===== config.mk =====
export PLATFORM = sky130hd
export DESIGN_NAME = branch_outcome_packer
export DESIGN_NICKNAME = d
export VERILOG_FILES = /design/src/rtl/bop_pkg.sv /design/src/rtl/bop_ctrl.sv /design/src/rtl/bop_datapath.sv /design/src/rtl/branch_outcome_packer.sv
export SDC_FILE = /design/constraint.sdc
export NUM_CORES = 1
export LEC_CHECK = 0
export ABC_AREA = 1
export BUFFER_PORTS_ARGS = -buffer_cell sky130_fd_sc_hd__buf_2
export CAP_MARGIN = 20
export CORE_ASPECT_RATIO = 0.6
export CORE_MARGIN = 3
export CORE_UTILIZATION = 45
export DETAILED_ROUTE_END_ITERATION = 10
export PLACE_DENSITY = 0.72
export SETUP_SLACK_MARGIN = 0.4
export SLEW_MARGIN = 20
export SYNTH_ARGS = -nofsm -noshare
export SYNTH_HDL_FRONTEND = slang
export SYNTH_SLANG_ARGS = --single-unit

===== constraint.sdc =====
create_clock -name clk -period 3.3 [get_ports clk]
set_input_delay 0.33 -clock clk [delete_from_list [all_inputs] [get_ports clk]]
set_output_delay 0.33 -clock clk [all_outputs]
set_load 0.02 [all_outputs]

===== src/rtl/bop_pkg.sv =====
package bop_pkg;
  localparam int ShortCap = 6;
  localparam int LongCap  = 47;
  localparam int PayW     = LongCap + 1;
  localparam int HdrW     = 16;
  localparam int DataW    = PayW + HdrW;
  localparam int CntW     = $clog2(LongCap + 1);
  localparam int BytesW   = 4;
  localparam logic [7:0] LongHdr0 = 8'h02;
  localparam logic [7:0] LongHdr1 = 8'hA3;

  typedef struct packed {
    logic shiftEn;
    logic loadOut;
    logic clrAcc;
  } bopStrobes_t;
endpackage


===== src/rtl/bop_ctrl.sv =====
module bop_ctrl
  import bop_pkg::*;
(
  input  logic            clk,
  input  logic            rstN,
  input  logic            longMode,
  input  logic            decValid,
  input  logic            flushReq,
  input  logic            outBusy,
  output logic            decReady,
  output logic [CntW-1:0] cntNext,
  output bopStrobes_t     strobes
);
  logic [CntW-1:0] cnt;
  logic [CntW-1:0] cap;
  logic            sealed;
  logic            take;
  logic            full;
  logic            wantEmit;
  logic            load;

  always_comb begin
    cap      = longMode ? CntW'(LongCap) : CntW'(ShortCap);
    take     = decValid && !sealed;
    cntNext  = cnt + CntW'(take);
    full     = take && (cntNext == cap);
    wantEmit = sealed || full || (flushReq && (cntNext != '0));
    load     = wantEmit && !outBusy;
    decReady = !sealed;
    strobes.shiftEn = take;
    strobes.loadOut = load;
    strobes.clrAcc  = load;
  end

  always_ff @(posedge clk) begin
    if (!rstN) begin
      cnt    <= '0;
      sealed <= 1'b0;
    end else begin
      cnt    <= load ? '0 : cntNext;
      sealed <= wantEmit && outBusy;
    end
  end


  cnt_bound_chk: assert property (@(posedge clk) disable iff (!rstN)
    !sealed |-> (cnt < cap));


  seal_hold_chk: assert property (@(posedge clk) disable iff (!rstN)
    (sealed && outBusy) |=> (sealed && $stable(cnt)));


  empty_flush_chk: assert property (@(posedge clk) disable iff (!rstN)
    (cnt == '0 && !decValid && !sealed) |-> !strobes.loadOut);
endmodule


===== src/rtl/bop_datapath.sv =====
module bop_datapath
  import bop_pkg::*;
(
  input  logic              clk,
  input  logic              rstN,
  input  logic              longMode,
  input  logic              decTaken,
  input  logic              pktReady,
  input  logic [CntW-1:0]   cntNext,
  input  bopStrobes_t       strobes,
  output logic              pktValid,
  output logic [DataW-1:0]  pktData,
  output logic [BytesW-1:0] pktBytes
);
  logic [LongCap-1:0] acc;
  logic [LongCap-1:0] accNext;
  logic [PayW-1:0]    payload;
  logic [DataW-1:0]   frame;
  logic [BytesW-1:0]  frameBytes;

  always_comb begin
    accNext = strobes.shiftEn ? {acc[LongCap-2:0], decTaken} : acc;
    payload = (PayW'(1) << cntNext) | {1'b0, accNext};
    if (longMode) begin
      frame      = {payload, LongHdr1, LongHdr0};
      frameBytes = BytesW'(8);
    end else begin
      frame      = DataW'({payload[6:0], 1'b0});
      frameBytes = BytesW'(1);
    end
  end

  always_ff @(posedge clk) begin
    if (!rstN) begin
      acc      <= '0;
      pktValid <= 1'b0;
      pktData  <= '0;
      pktBytes <= '0;
    end else begin
      acc <= strobes.clrAcc ? '0 : accNext;
      if (strobes.loadOut) begin
        pktValid <= 1'b1;
        pktData  <= frame;
        pktBytes <= frameBytes;
      end else if (pktReady) begin
        pktValid <= 1'b0;
      end
    end
  end


  pkt_hold_chk: assert property (@(posedge clk) disable iff (!rstN)
    (pktValid && !pktReady) |=> (pktValid && $stable(pktData) && $stable(pktBytes)));


  short_fmt_chk: assert property (@(posedge clk) disable iff (!rstN)
    (pktValid && !longMode) |-> (pktBytes == 4'd1 && !pktData[0] && pktData[63:8] == '0));


  long_hdr_chk: assert property (@(posedge clk) disable iff (!rstN)
    (pktValid && longMode) |-> (pktBytes == 4'd8 && pktData[15:0] == 16'hA302));


  stop_bit_chk: assert property (@(posedge clk) disable iff (!rstN)
    pktValid |-> (longMode ? (pktData[63:16] != '0) : (pktData[7:1] != '0)));
endmodule


===== src/rtl/branch_outcome_packer.sv =====
module branch_outcome_packer
  import bop_pkg::*;
(
  input  logic        clk,
  input  logic        rstN,
  input  logic        longMode,
  input  logic        decValid,
  input  logic        decTaken,
  output logic        decReady,
  input  logic        flushReq,
  output logic        pktValid,
  input  logic        pktReady,
  output logic [63:0] pktData,
  output logic [3:0]  pktBytes
);
  bopStrobes_t     strobes;
  logic [CntW-1:0] cntNext;
  logic            outBusy;

  assign outBusy = pktValid && !pktReady;

  bop_ctrl u_ctrl (
    .clk      (clk),
    .rstN     (rstN),
    .longMode (longMode),
    .decValid (decValid),
    .flushReq (flushReq),
    .outBusy  (outBusy),
    .decReady (decReady),
    .cntNext  (cntNext),
    .strobes  (strobes)
  );

  bop_datapath u_dp (
    .clk      (clk),
    .rstN     (rstN),
    .longMode (longMode),
    .decTaken (decTaken),
    .pktReady (pktReady),
    .cntNext  (cntNext),
    .strobes  (strobes),
    .pktValid (pktValid),
    .pktData  (pktData),
    .pktBytes (pktBytes)
  );


  flush_pair_chk: assert property (@(posedge clk) disable iff (!rstN)
    (decValid && decReady && flushReq && !outBusy) |=> pktValid);
endmodule


Word-level counts from Yosys, hierarchy flattened
Index checks and enable logic that the tools add are counted.

Shift-type cells: 1. $lt $le $gt $ge: 0. Muxes and demuxes: 6. Reductions and logical operators: 14. Divide/modulo/power cells: 0. $add $sub $neg: 1. Bitwise gates (word level): 2. Multiply operators: 0. Eq/ne operators: 1.

Operators with widths (number): $mux 64 (1); $or 48x47->48 (1); $shl 1x6->48 const A (1); $mux 47 (1); $add 6x1->6 (1); $eq 6x6->1 (1); $logic_and 1x1->1 (6); $mux 6 (1); $reduce_bool 6->1 (1); $mux 4 (1); $logic_not 1->1 (3); $logic_or 1x1->1 (2); $mux 1 (2); $reduce_bool 2->1 (1); $reduce_or 2->1 (1); $not 1->1 (1).

Input bits: 7. Flip-flop bits (word level): 123. Bits in writable memories: 0. Bits in latches: 0. Memories: 0. ROM bits: 0.

Longest topological paths before layout
Depth after elaboration: 9. Depth in mapped cells: 19. Gate-level depth less buffers: 16.

Hierarchy
Synthesis repeated with hierarchy kept, for this count alone.

Cells, all modules: 673. Area total of the unflattened synthesis: 4928.5 um2.

By module, submodules not included: bop_datapath (seq. area each 2102.0 um2, cells an instance 602, instances 1, area an instance 4455.5 um2); bop_ctrl (seq. area each 140.1 um2, cells an instance 69, instances 1, area an instance 462.9 um2); branch_outcome_packer (seq. area each 0.0 um2, cells an instance 2, instances 1, area an instance 10.0 um2).

Worst setup path after synthesis
No wires, ideal clock.

Kind: register -> register. Start point: reg u_ctrl.sealed. End point: reg u_dp.pktData[43]. Slack: 685 ps. Library setup time: 70 ps. Data arrival time: 2545 ps. Required time: 3230 ps. Stages on the path, launching flop included: 18. Path through: dfxtp_1 inv_1 nand2_1 inv_1 clkbuf_1 ha_1 ha_1 nor2_1 nand2_1 nor2_2 nand3_2 a21oi_2 nand2_2 nand2_4 buf_6 buf_8 nand2_2 a21oi_2.

Longest elaborated chain between the ends: 8. Elaborated cells on any way between the ends: 14. Classes of those cells: 1 x add/sub; 1 x eq/ne; 1 x shift; 2 x mux; 1 x bitwise; 8 x reduce/logical.

RTL lines: start, declared (line bop_ctrl.sv:16) `logic sealed;`; start signal, assigned (line bop_ctrl.sv:41) `sealed <= wantEmit && outBusy;`; $logic_not 1->1 (*); via decReady (line branch_outcome_packer.sv:9) `output logic decReady,`; $logic_and 1x1->1 (*) (line bop_ctrl.sv:24) `take = decValid && !sealed;`; $add 6x1->6 (*) (line bop_ctrl.sv:25) `cntNext = cnt + CntW'(take);`; via cntNext[1] (line branch_outcome_packer.sv:17) `logic [CntW-1:0] cntNext;`; $eq 6x6->1 (line bop_ctrl.sv:26) `full = take && (cntNext == cap);`; $logic_and 1x1->1 (line bop_ctrl.sv:26); $logic_or 1x1->1 (2 in series) (line bop_ctrl.sv:27) `wantEmit = sealed || full || (flushReq && (cntNext != '0));`; $logic_and 1x1->1 (line bop_ctrl.sv:28) `load = wantEmit && !outBusy;`; end signal, assigned (line bop_datapath.sv:43) `pktData <= frame;`; end, declared (line bop_datapath.sv:12) `output logic [DataW-1:0] pktData,`.

The timed path passes the listed nets; every way through them passes the cells marked *. A chain may end at the register's enable or synchronous reset.

Worst setup path in the final report
Start point: reg u_ctrl.sealed. End point: reg u_dp.acc[17].

Longest elaborated chain between the ends: 9. Elaborated cells on any way between the ends: 12. Classes of those cells: 1 x add/sub; 1 x eq/ne; 1 x mux; 9 x reduce/logical.

RTL lines: $logic_not 1->1 (*) (line bop_ctrl.sv:24); $logic_and 1x1->1 (*) (line bop_ctrl.sv:24); $add 6x1->6 (*) (line bop_ctrl.sv:25); via cntNext[1] (line branch_outcome_packer.sv:17); $eq 6x6->1 (line bop_ctrl.sv:26); $logic_and 1x1->1 (line bop_ctrl.sv:26); $logic_or 1x1->1 (line bop_ctrl.sv:27); $logic_or 1x1->1 (*) (line bop_ctrl.sv:27); $logic_and 1x1->1 (*) (line bop_ctrl.sv:28); $reduce_or 2->1 (no source line) (*); end signal, assigned (line bop_datapath.sv:40) `acc <= strobes.clrAcc ? '0 : accNext;`; end, declared (line bop_datapath.sv:15) `logic [LongCap-1:0] acc;`.

Marked as above.

==> flow_summary.toml <==
[run_status]
status = "completed"

[clocking]
cts_tree = "built"
post-cts-setup-buffers = 0
htreeDepth = 3
clk_pin_slew_worst_paths_ns = 0.07
clk_latency_ns = 0.35
numCtsBuffers = 9
cts_sinks = 112
cts_root_buffer = "clkbuf_16"
cts_max_path_buffers = 2

[grt]
first_global_vias = 4239
antenna_found_initial = 0
grt_pass1_wl_mm = 21.8
overflow = 0
grt.total_usage_pct = 21.8
grt_max_degree = 58

[floorplan]
start_util_pct = 47.2
die_w_um = 144
core-area_mm2 = 0.0108
placementRows = 29
die_area_mm2 = 0.0127
ios = 77
die_h_um = 88.5

[power_and_ir_drop]
vdd_drop_max_v = 0.000287
cellLeakagePower_uw = 0.00242
p_per_area_mw_per_mm2 = 536

[worst_hold_path]
hold_path_depth = 3
holdPathEnd = "u_dp.pktData[15]"
hold_path_class = "input pin to register"
min-delay-start = "longMode"

[layout]
fin_area_mm2 = 0.00575
layout.nets = 754
antenna_cells = 0
drive_above_1_share_pct = 17.6
synthToLayoutAreaGrowth_pct = 12.7

[placed_design]
placed_area_mm2 = 0.00542
dp_slack_ns = 0.379
place_congestion = 0.903
place_hpwl_mm = 9.28
numPortBuffers = 69

[critical_path]
ff2ff_path_depth = 17
critPathMaxFanout = 33
rrSetupSlack_ns = 0.64
arrival_ns = 2.89
cp-start-kind = "register"
r2r_end = "u_dp.acc[17]"
cp.required_ns = 3.53
end_kind = "register"
reg2reg_from = "u_ctrl.sealed"
crit_type = "register to register"

[sta]
slew_headroom_pct = 37.7
setup_ws_ns = 0.641
fmax_mhz = 376
finClkSkew_ns = 0.00702
whs_ns = 0.336
drv_slew = 0
tns_ns = 0
period_needed_ns = 2.66
rsz0062_at_grt = "false"
hold_viol = 0
finalSetupViolCount = 0
finalCritPeriodShare_pct = 80.6
worst_pin_slew_ns = 0.933

[drt]
routedWlPerCell_um = 15.0
vias = 4692
ant_nets = 0
viasPerCell = 5.28
drc = 0
drt-initial-drc-count = 492
wl_mm = 13.3
drtPass1Iterations = 5

[synth]
syn_area_mm2 = 0.00510
syn_inst = 708
syn_avg_cell_area_um2 = 7.21
synth_warnings = 0
ys_seq_area_share_pct = 43.9
ys_types = 27
synth-seq-cells = 112

[flow_run]
drv_cap = 0
[critical path, stage by stage, from the launching register on]
cell and delay (ns):
dfxtp_1 0.36, inv_1 0.06, nand2_1 0.08, inv_1 0.07, ha_1 0.18, ha_1 0.32, inv_1 0.06, nor2_1 0.20
inv_1 0.09, nor2_1 0.12, nand2_1 0.07, nand2_1 0.06, nand3_1 0.10, nand2_2 0.14, nand2_4 0.08, nand2_4 0.23
buf_12 0.23, nor2_1 0.08
[state kept, by name, indices dropped and copies added, names as in the netlist]
signal / cells
u_dp.pktData: 56
u_dp.acc: 47
u_ctrl.cnt: 6
u_ctrl.sealed: 1
u_dp.pktBytes: 1
u_dp.pktValid: 1
[layout by cell type, fill, tap and decap left out, drive strengths merged, types with 2 or more instances in the layout]
cell type  synthesis  layout
a21oi             98      98
buf               42      82
clkbuf            21      11
clkinv             0       2
conb               1       7
dfxtp            112     112
ha                 3       3
inv               39      41
mux2i              7       7
nand2            155     155
nand3             82      82
nand4             14      14
nor2              85      85
o21ai             46      46
[through the flow]
stage | power, uW | instances | util (%)
2_1_floorplan | 1890 | 714 | -
3_3_place_gp | 1970 | 872 | 50.1
3_5_place_dp | 1990 | 872 | 50.1
4_1_cts | 3090 | 888 | 52.9
5_1_grt | 3220 | 888 | 53.2
6_report | 3080 | 888 | 53.2
[logic make-up after synthesis]
family | Yosys count | synth area share (%)
compound gates | 145 | 15.1
flops | 112 | 43.9
fa+ha+maj | 3 | 0.735
mux | 7 | 1.37
buf+inv | 102 | 9.78
simple gates | 338 | 29.0
other cells | 1 | 0.0735
[where the power goes]
part	total (uW)	leakage, uW	switching (uW)	internal, uW
Combinational	510	0.00136	360	150
Clock	1110	0.000151	497	616
Sequential	1460	0.000911	32.6	1430
Total	3080	0.00242	890	2190
[worst max path at each step]
stage / start / to / slack [ns] / cells after the start
after global routing: u_ctrl.sealed / u_dp.pktData[22] / 0.41 / 16
after CTS: u_ctrl.sealed / u_dp.pktData[32] / 0.40 / 15
after floorplan: u_ctrl.sealed / u_dp.pktData[43] / 0.68 / 17
final: u_ctrl.sealed / u_dp.acc[17] / 0.64 / 17
after detailed placement: decValid / u_dp.pktData[32] / 0.38 / 15
after global placement: decValid / u_dp.pktData[32] / 0.40 / 15
[per-layer routing]
metal	vias up	wire, um	part of all wire [%]	track usage [%]
li1	2380	-	-	-
met1	2157	6880	52	32.9
met5	-	0	0	0
met4	0	109	0.82	4.19
met3	8	809	6.1	4.21
met2	147	5520	41	32.5
[area by class of cell]
| cell class | instances | area, um^2 |
|---|---|---|
| multi-input cells | 500 | 2400 |
| fillers | 1055 | 5060 |
| repair buffers | 82 | 488 |
| inverters | 39 | 146 |
| flip-flops and latches | 112 | 2240 |
| clock buffers | 11 | 243 |
| clock inverters | 5 | 61.3 |
| well taps | 139 | 174 |
[Yosys cell counts]
library cell | count | share of area, %
nor3_1 | 1 | 0.098
nand2_4 | 2 | 0.44
nand2_2 | 13 | 1.6
inv_2 | 2 | 0.15
o21ai_1 | 3 | 0.29
a21oi_2 | 11 | 1.9
nand2_1 | 140 | 10
a21oi_1 | 87 | 8.5
conb_1 | 1 | 0.073
nand3b_1 | 1 | 0.15
nand4_1 | 14 | 1.7
buf_4 | 13 | 1.9
clkbuf_1 | 21 | 1.5
mux2i_1 | 7 | 1.4
nor2_1 | 83 | 6.1
nand3_1 | 79 | 7.7
o21bai_2 | 1 | 0.22
buf_2 | 21 | 2.1
nor2_2 | 2 | 0.25
inv_1 | 37 | 2.7
nand3_2 | 3 | 0.59
buf_6 | 4 | 0.88
buf_8 | 1 | 0.29
o21ai_0 | 43 | 4.2
buf_1 | 3 | 0.22
ha_1 | 3 | 0.74
dfxtp_1 | 112 | 44
[timing repair]
| item | in CTS | in global routing |
|---|---|---|
| setup endpoints to repair | 0 | 92 |
| hold buffers | 0 | 0 |
| resized for setup | 0 | 10 |
Note: power is estimated with default switching activity, not from simulation.
